**config.mk**
```make
export PLATFORM = sky130hd
export DESIGN_NAME = sel_selftest_seq
export DESIGN_NICKNAME = d
export VERILOG_FILES = /design/src/rtl/sst_pkg.sv /design/src/rtl/sst_span_match.sv /design/src/rtl/sst_resume_timer.sv /design/src/rtl/sel_selftest_seq.sv
export SDC_FILE = /design/constraint.sdc
export NUM_CORES = 1
export LEC_CHECK = 0
export ABC_CLOCK_PERIOD_IN_PS = 4300
export CORE_ASPECT_RATIO = 2
export CORE_MARGIN = 10
export CORE_UTILIZATION = 60
export CTS_BUF_LIST = sky130_fd_sc_hd__clkbuf_4
export CTS_CLUSTER_DIAMETER = 80
export DETAILED_ROUTE_END_ITERATION = 8
export DONT_BUFFER_PORTS = 1
export GPL_TIMING_DRIVEN = 0
export PLACE_DENSITY = 0.74
export SYNTH_ARGS = -nofsm -noshare
export SYNTH_HDL_FRONTEND = slang
export SYNTH_SLANG_ARGS = --single-unit
```
**constraint.sdc**
```tcl
create_clock -name clk -period 4.3 [get_ports clk]
set_input_delay 0.645 -clock clk [delete_from_list [all_inputs] [get_ports clk]]
set_output_delay 0.645 -clock clk [all_outputs]
set_load 0.005 [all_outputs]
```
**src/rtl/sst_pkg.sv**
```systemverilog
package sst_pkg;

    typedef enum logic [2:0] {
        S_IDLE,
        S_SPAN_NEXT,
        S_SPAN_RD,
        S_OL_NEXT,
        S_OL_RD,
        S_RESUME
    } sst_state_e;

    localparam logic [7:0] MODE_BACKGROUND = 8'd4;
    localparam logic [7:0] MODE_CAPTIVE    = 8'd132;

    localparam logic [7:0] ST_PASS        = 8'h00;
    localparam logic [7:0] ST_HOST_ABORT  = 8'h01;
    localparam logic [7:0] ST_INTERRUPTED = 8'h02;
    localparam logic [7:0] ST_READ_FAIL   = 8'h70;
    localparam logic [7:0] ST_RUNNING     = 8'hF0;

    localparam logic [7:0] OL_NONE    = 8'h00;
    localparam logic [7:0] OL_DONE    = 8'h02;
    localparam logic [7:0] OL_RUNNING = 8'h03;
    localparam logic [7:0] OL_ABORTED = 8'h05;

    function automatic logic mode_accepted(input logic [7:0] m);
        return (m == MODE_BACKGROUND) || (m == MODE_CAPTIVE);
    endfunction

    function automatic logic is_span_phase(input sst_state_e s);
        return (s == S_SPAN_NEXT) || (s == S_SPAN_RD);
    endfunction

endpackage

```
**src/rtl/sst_span_match.sv**
```systemverilog
module sst_span_match #(
    parameter int NUM_SPANS = 5,
    parameter int LBA_W     = 8
) (
    input  logic [NUM_SPANS*LBA_W-1:0] starts_i,
    input  logic [NUM_SPANS*LBA_W-1:0] ends_i,
    input  logic [LBA_W-1:0]           lba_i,
    output logic                       hit_o
);
    logic [NUM_SPANS-1:0] hit_vec;

    for (genvar g = 0; g < NUM_SPANS; g++) begin : g_span
        logic [LBA_W-1:0] s_lo, s_hi;
        assign s_lo = starts_i[g*LBA_W +: LBA_W];
        assign s_hi = ends_i[g*LBA_W +: LBA_W];
        assign hit_vec[g] = (s_lo <= s_hi) && (lba_i >= s_lo) && (lba_i <= s_hi);
    end

    assign hit_o = |hit_vec;
endmodule

```
**src/rtl/sst_resume_timer.sv**
```systemverilog
module sst_resume_timer #(
    parameter int CNT_W = 16
) (
    input  logic             clk,
    input  logic             rst,
    input  logic             load_i,
    input  logic [CNT_W-1:0] load_val_i,
    input  logic             run_i,
    output logic             expired_o
);
    logic [CNT_W-1:0] cnt_q;

    always_ff @(posedge clk) begin
        if (rst)                          cnt_q <= '0;
        else if (load_i)                  cnt_q <= load_val_i;
        else if (run_i && cnt_q != '0)    cnt_q <= cnt_q - 1'b1;
    end

    assign expired_o = (cnt_q == '0);


    tmr_countdown_chk: assert property (@(posedge clk) disable iff (rst)
        (run_i && !load_i && cnt_q != '0) |=> (cnt_q == $past(cnt_q) - 1'b1));
endmodule

```
**src/rtl/sel_selftest_seq.sv**
```systemverilog
module sel_selftest_seq
    import sst_pkg::*;
#(
    parameter int NUM_SPANS = 5,
    parameter int LBA_W     = 8,
    parameter int DLY_W     = 16,
    parameter int ERR_W     = 8,
    localparam int IDX_W    = $clog2(NUM_SPANS + 2)
) (
    input  logic                       clk,
    input  logic                       rst,
    input  logic                       start_i,
    input  logic [7:0]                 mode_i,
    input  logic                       offline_en_i,
    input  logic                       abort_i,
    input  logic                       soft_rst_i,
    input  logic                       pwr_up_i,
    input  logic [DLY_W-1:0]           pend_time_i,
    input  logic [LBA_W-1:0]           max_lba_i,
    input  logic [NUM_SPANS*LBA_W-1:0] span_start_i,
    input  logic [NUM_SPANS*LBA_W-1:0] span_end_i,
    output logic                       rd_req_o,
    output logic [LBA_W-1:0]           rd_lba_o,
    input  logic                       rd_done_i,
    input  logic                       rd_err_i,
    output logic                       pending_o,
    output logic                       active_o,
    output logic                       captive_o,
    output logic [IDX_W-1:0]           span_idx_o,
    output logic [7:0]                 st_status_o,
    output logic [7:0]                 ol_status_o,
    output logic [ERR_W-1:0]           ol_err_cnt_o
);
    localparam logic [IDX_W-1:0] IDX_LAST    = IDX_W'(NUM_SPANS);
    localparam logic [IDX_W-1:0] IDX_OFFLINE = IDX_W'(NUM_SPANS + 1);

    sst_state_e        state_q;
    logic [IDX_W-1:0]  idx_q;
    logic [LBA_W-1:0]  cur_lba_q;
    logic [LBA_W-1:0]  res_lba_q;   // retained resume position
    logic              pending_q, active_q, ol_en_q, captive_q;
    logic [7:0]        st_q, ol_q;
    logic [ERR_W-1:0]  err_q;

    int                sel;
    logic [LBA_W-1:0]  sp_first, sp_last;
    logic              ol_hit, tmr_expired, ol_at_end;

    always_comb begin
        sel      = (int'(idx_q) < NUM_SPANS) ? int'(idx_q) : 0;
        sp_first = span_start_i[sel*LBA_W +: LBA_W];
        sp_last  = span_end_i[sel*LBA_W +: LBA_W];
    end

    assign ol_at_end = (res_lba_q == max_lba_i);

    sst_span_match #(.NUM_SPANS(NUM_SPANS), .LBA_W(LBA_W)) u_match (
        .starts_i (span_start_i),
        .ends_i   (span_end_i),
        .lba_i    (res_lba_q),
        .hit_o    (ol_hit)
    );

    sst_resume_timer #(.CNT_W(DLY_W)) u_timer (
        .clk        (clk),
        .rst        (rst),
        .load_i     (pwr_up_i && pending_q),
        .load_val_i (pend_time_i),
        .run_i      (state_q == S_RESUME),
        .expired_o  (tmr_expired)
    );

    always_ff @(posedge clk) begin
        if (rst) begin
            state_q   <= S_IDLE;
            idx_q     <= '0;
            cur_lba_q <= '0;
            res_lba_q <= '0;
            pending_q <= 1'b0;
            active_q  <= 1'b0;
            ol_en_q   <= 1'b0;
            captive_q <= 1'b0;
            st_q      <= ST_PASS;
            ol_q      <= OL_NONE;
            err_q     <= '0;
        end else if (pwr_up_i) begin
            active_q <= 1'b0;
            if (pending_q) begin
                state_q <= S_RESUME;
            end else begin
                if (is_span_phase(state_q)) st_q <= ST_INTERRUPTED;
                state_q <= S_IDLE;
            end
        end else if (start_i && mode_accepted(mode_i)) begin
            state_q   <= S_SPAN_NEXT;
            idx_q     <= '0;
            st_q      <= ST_RUNNING;
            ol_en_q   <= offline_en_i;
            captive_q <= (mode_i == MODE_CAPTIVE);
            err_q     <= '0;
            pending_q <= 1'b0;
            active_q  <= 1'b0;
            if (pending_q) ol_q <= OL_ABORTED;
        end else if (abort_i && state_q != S_IDLE) begin
            if (is_span_phase(state_q)) begin
                st_q <= ST_HOST_ABORT;
            end else begin
                pending_q <= 1'b0;
                active_q  <= 1'b0;
                ol_q      <= OL_ABORTED;
            end
            state_q <= S_IDLE;
        end else if (soft_rst_i && !pending_q && state_q != S_IDLE) begin
            st_q    <= ST_INTERRUPTED;
            state_q <= S_IDLE;
        end else begin
            unique case (state_q)
                S_IDLE: ;
                S_SPAN_NEXT: begin
                    if (idx_q == IDX_LAST) begin
                        st_q <= ST_PASS;
                        if (ol_en_q) begin
                            pending_q <= 1'b1;
                            active_q  <= 1'b1;
                            idx_q     <= IDX_OFFLINE;
                            ol_q      <= OL_RUNNING;
                            res_lba_q <= '0;
                            state_q   <= S_OL_NEXT;
                        end else begin
                            state_q <= S_IDLE;
                        end
                    end else if (sp_first > sp_last) begin
                        idx_q <= idx_q + 1'b1;
                    end else begin
                        cur_lba_q <= sp_first;
                        state_q   <= S_SPAN_RD;
                    end
                end
                S_SPAN_RD: begin
                    if (rd_done_i) begin
                        if (rd_err_i) begin
                            st_q    <= ST_READ_FAIL;
                            state_q <= S_IDLE;
                        end else if (cur_lba_q == sp_last) begin
                            idx_q   <= idx_q + 1'b1;
                            state_q <= S_SPAN_NEXT;
                        end else begin
                            cur_lba_q <= cur_lba_q + 1'b1;
                        end
                    end
                end
                S_OL_NEXT: begin
                    if (!ol_hit) begin
                        state_q <= S_OL_RD;
                    end else if (ol_at_end) begin
                        pending_q <= 1'b0;
                        active_q  <= 1'b0;
                        ol_q      <= OL_DONE;
                        state_q   <= S_IDLE;
                    end else begin
                        res_lba_q <= res_lba_q + 1'b1;
                    end
                end
                S_OL_RD: begin
                    if (rd_done_i) begin
                        if (rd_err_i && err_q != '1) err_q <= err_q + 1'b1;
                        if (ol_at_end) begin
                            pending_q <= 1'b0;
                            active_q  <= 1'b0;
                            ol_q      <= OL_DONE;
                            state_q   <= S_IDLE;
                        end else begin
                            res_lba_q <= res_lba_q + 1'b1;
                            state_q   <= S_OL_NEXT;
                        end
                    end
                end
                S_RESUME: begin
                    if (tmr_expired) begin
                        active_q <= 1'b1;
                        state_q  <= S_OL_NEXT;
                    end
                end
                default: state_q <= S_IDLE;
            endcase
        end
    end

    assign rd_req_o     = (state_q == S_SPAN_RD) || (state_q == S_OL_RD);
    assign rd_lba_o     = (state_q == S_SPAN_RD) ? cur_lba_q : res_lba_q;
    assign pending_o    = pending_q;
    assign active_o     = active_q;
    assign captive_o    = captive_q && is_span_phase(state_q);
    assign span_idx_o   = idx_q;
    assign st_status_o  = st_q;
    assign ol_status_o  = ol_q;
    assign ol_err_cnt_o = err_q;


    rd_hold_chk: assert property (@(posedge clk) disable iff (rst)
        (rd_req_o && !rd_done_i && !abort_i && !start_i && !soft_rst_i && !pwr_up_i)
        |=> (rd_req_o && $stable(rd_lba_o)));


    ol_entry_chk: assert property (@(posedge clk) disable iff (rst)
        $rose(pending_o) |-> (active_o && st_status_o == ST_PASS
                              && ol_status_o == OL_RUNNING && span_idx_o == IDX_OFFLINE));


    ol_exit_chk: assert property (@(posedge clk) disable iff (rst)
        $fell(pending_o) |-> (!active_o && (ol_status_o == OL_DONE || ol_status_o == OL_ABORTED)));


    wait_quiet_chk: assert property (@(posedge clk) disable iff (rst)
        (pending_o && !active_o) |-> !rd_req_o);


    active_needs_pending_chk: assert property (@(posedge clk) disable iff (rst)
        active_o |-> pending_o);


    span_run_chk: assert property (@(posedge clk) disable iff (rst)
        (st_status_o == ST_RUNNING) |-> !pending_o);


    captive_chk: assert property (@(posedge clk) disable iff (rst)
        captive_o |-> (st_status_o == ST_RUNNING));
endmodule

```
==> summary.md <==
| Metric | Value |
|---|---|
| Status | complete, no violations |
| Final WL | 24.2 mm |
| Worst clock skew | 8.91 ps |
| CTS sink cnt | 57 |
| Inst Count DP | 1118 |
| Clock buffer count from CTS | 9 |
| Compound-Gate Fraction of Synth Area | 22.4% |
| Via count | 7328 |
| Non-Filler Instances | 1134 |
| Port Buf Inserts | 0 |
| Layout area overhead | 4.39% |
| Largest net degree at the start of global routing | 20 |
| Fin worst setup slack | 289 ps |
| Post_cts resized | 0 |
| Clk Latency, worst-skew pair | 420 ps |
| Clock root cell | clkbuf_4 |
| Worst slew pin tran | 929 ps |
| Fillers | 1187 |
| Relative slew slack | 37.3% |
| Post-Syn Instances | 967 |
| Hold slack | 363 ps |
| Max layer used | met4 |
| M1 WL | 7.74 mm |
| Number of synthesized flops with an enable pin | 0 |
| Cts hold-fix bufs | 0 |
| Power per Cell Area | 157 nW/um^2 |
| CP Class | flip-flop to flip-flop |
| DRT iter0 DRCs | 320 |
| Max cap viols | 0 |
| Final setup fails | 0 |
| First-pass DRT Iterations | 5 |
| DRC viols | 0 |
| Worst Path Arrival | 4330 ps |
| Core Box Area | 11800 um^2 |
| Main synth FF type | dfxtp_1 |
| Final Hold Viols | 0 |
| Max Slew Vio Count | 0 |
| Placed Area | 7470 um^2 |
| Mean Syn Cell Area | 7.52 um^2 |
| Design area | 7590 um^2 |
| Row count | 56 |
| Antenna violations before repair | 1 |
| Pleak | 0.00352 uW |
| GR Overflow Total | 0 |
| Clock Path Buffers | 2 |
| Worst Path Required | 4620 ps |
| Adder-cell share of the synthesized area | 23.1% |
| RSZ-0062 raised after global routing | no |
| Die Wd | 97.8 um |
| I/O pin cnt | 160 |
| Clock tree from TritonCTS | yes |
| Most common cell after layout, fill and taps aside | ha_1 |
| Simple logic cell fraction of the synthesized area | 21.9% |
| Mapped Area | 7270 um^2 |
| Vias in the first global route | 7497 |
| Number of synthesized register bits | 57 |
| Worst VDD drop | 0.202 mV |
| Metal2 WL | 12.4 mm |
| Fraction of registers with async set/reset | 0% |
| Fin nets | 1238 |
| Share of layout cells above drive strength 1 | 6.78% |
| First-pass GRT wire length | 37.5 mm |
| Initial Utilization | 61.8% |
| DIE HEIGHT | 176 um |
| Post-synthesis mux area share | 5.25% |
| Max Clock Freq | 0.249 GHz |
| Antenna-violating nets left | 0 |
| Clk slew on worst S/H paths | 100 ps |
| Worst Setup Start Kind | flip-flop |
| Worst slack, placed | -343 ps |
| Final period util | 93.3% |
| Yosys warns | 0 |
| Tmin final | 4010 ps |
| Crit end category | flip-flop |
| Final Util | 64.5% |
| Commonest non-fill, non-tap cells in the layout | ha_1 (134), a21oi_1 (92), nand2_1 (90), inv_1 (89), nor2_1 (77) |
| H-tree depth | 3 |
| Top fanout value on the critical path | 17 |
| R2R Setup Slk | 290 ps |
| Met3 wire length | 2.16 mm |
| Routed vias/inst | 6.46 |
| Synth cell types | 65 |
| Avg WL per Cell | 21.3 um |
| XOR/XNOR Fraction of Synth Area | 3.98% |
| Min-delay worst type | input port to flip-flop |
| GP Congestion | 1.03 |
| Setup bufs post-CTS | 0 |
| HPWL Detailed | 20.2 mm |
| Post-synthesis sequential area ratio | 15.7% |
| Largest family of logic cells by synthesized area | adder cells |
| GRT Total Usage | 27.0% |
| Die Area | 17200 um^2 |
[cells by family (layout without fill, tap and decap cells)]
family | count (synthesis) | after routing
other | 1 | 8
XOR/XNOR | 33 | 33
flip-flops | 57 | 57
AND/OR/NAND/NOR | 323 | 323
AO/OA/AOI/OAI | 260 | 260
buffers and inverters | 134 | 149
multiplexers | 25 | 25
adder cells (fa/ha/maj) | 134 | 134
[worst paths after layout]
path,startpoint,to,cells past startpoint
worst min-delay path,pend_time_i[1],u_timer.cnt_q[1],2
worst max register to register,res_lba_q[1],res_lba_q[2],11
worst max-delay path,res_lba_q[1],res_lba_q[2],11
worst min register to register,captive_q,captive_q,2
[worst max-delay path, stage by stage (launching register included)]
cell and delay [ps]:
dfxtp_1 930, ha_1 370, o21ai_0 130, a21oi_1 50
o21ai_0 160, a21oi_1 90, o311ai_0 770, and4_1 390
and3_1 240, clkbuf_1 360, nor2_1 140, a31o_2 250
[power breakdown]
group / leakage [uW] / internal, uW / switching [uW]
clock network: 0.0000655 / 125 / 199
registers: 0.000460 / 534 / 8.31
logic: 0.00299 / 145 / 183
[cell usage after synthesis, drive strengths merged (6+ instances only)]
cell,count,share of area [%]
ha,134,23
a21oi,92,6.3
nand2,90,4.6
inv,89,4.6
nor2,77,4.0
o21ai,61,4.2
dfxtp,57,16
nand4,29,2.5
clkbuf,24,1.2
nand3,23,1.6
a211oi,22,2.3
buf,19,1.7
nor3,19,1.3
nor2b,18,1.5
a21o,17,1.8
xor2,17,2.0
xnor2,16,1.9
nand2b,12,1.0
and3,10,0.86
mux2i,10,1.4
mux4,10,3.1
o211ai,10,1.0
a31o,8,0.96
nor4,8,0.69
o22ai,7,0.60
nand3b,6,0.62
or3,6,0.52
or4,6,0.62
[final cells by class]
cell class	instances	area (um^2)	area share, %
clock buffer	11	82.6	1.09
buffer	42	216	2.85
antenna	1	2.50	0.0330
clock inverter	5	22.5	0.297
multi-input combinational	782	5600	73.8
inverter	91	342	4.50
sequential	57	1140	15.0
tap	145	181	2.39
[through the flow]
step | total power, uW | TNS, ps
after floorplan | 806 | 0
after global placement | 870 | -1640
after detailed placement | 877 | -2370
after CTS | 1200 | 0
after global routing | 1270 | 0
final | 1190 | 0
[routing by layer]
| layer | GRT usage (%) | up-vias |
|---|---|---|
| met1 | 23.2 | 3336 |
| met2 | 49.5 | 327 |
| met5 | 0 | - |
| met4 | 20.8 | 0 |
| li1 | - | 3550 |
| met3 | 8.88 | 115 |
[flip-flops by register name (all words and copies together), names as in the netlist]
signal	count
res_lba_q	8
ol_err_cnt_o	8
captive_q	1
active_o	1
state_q	3
ol_en_q	1
st_status_o	4
pending_o	1
cur_lba_q	8
u_timer.cnt_q	16
span_idx_o	3
ol_status_o	3
Power figures use the tool's default switching activity.
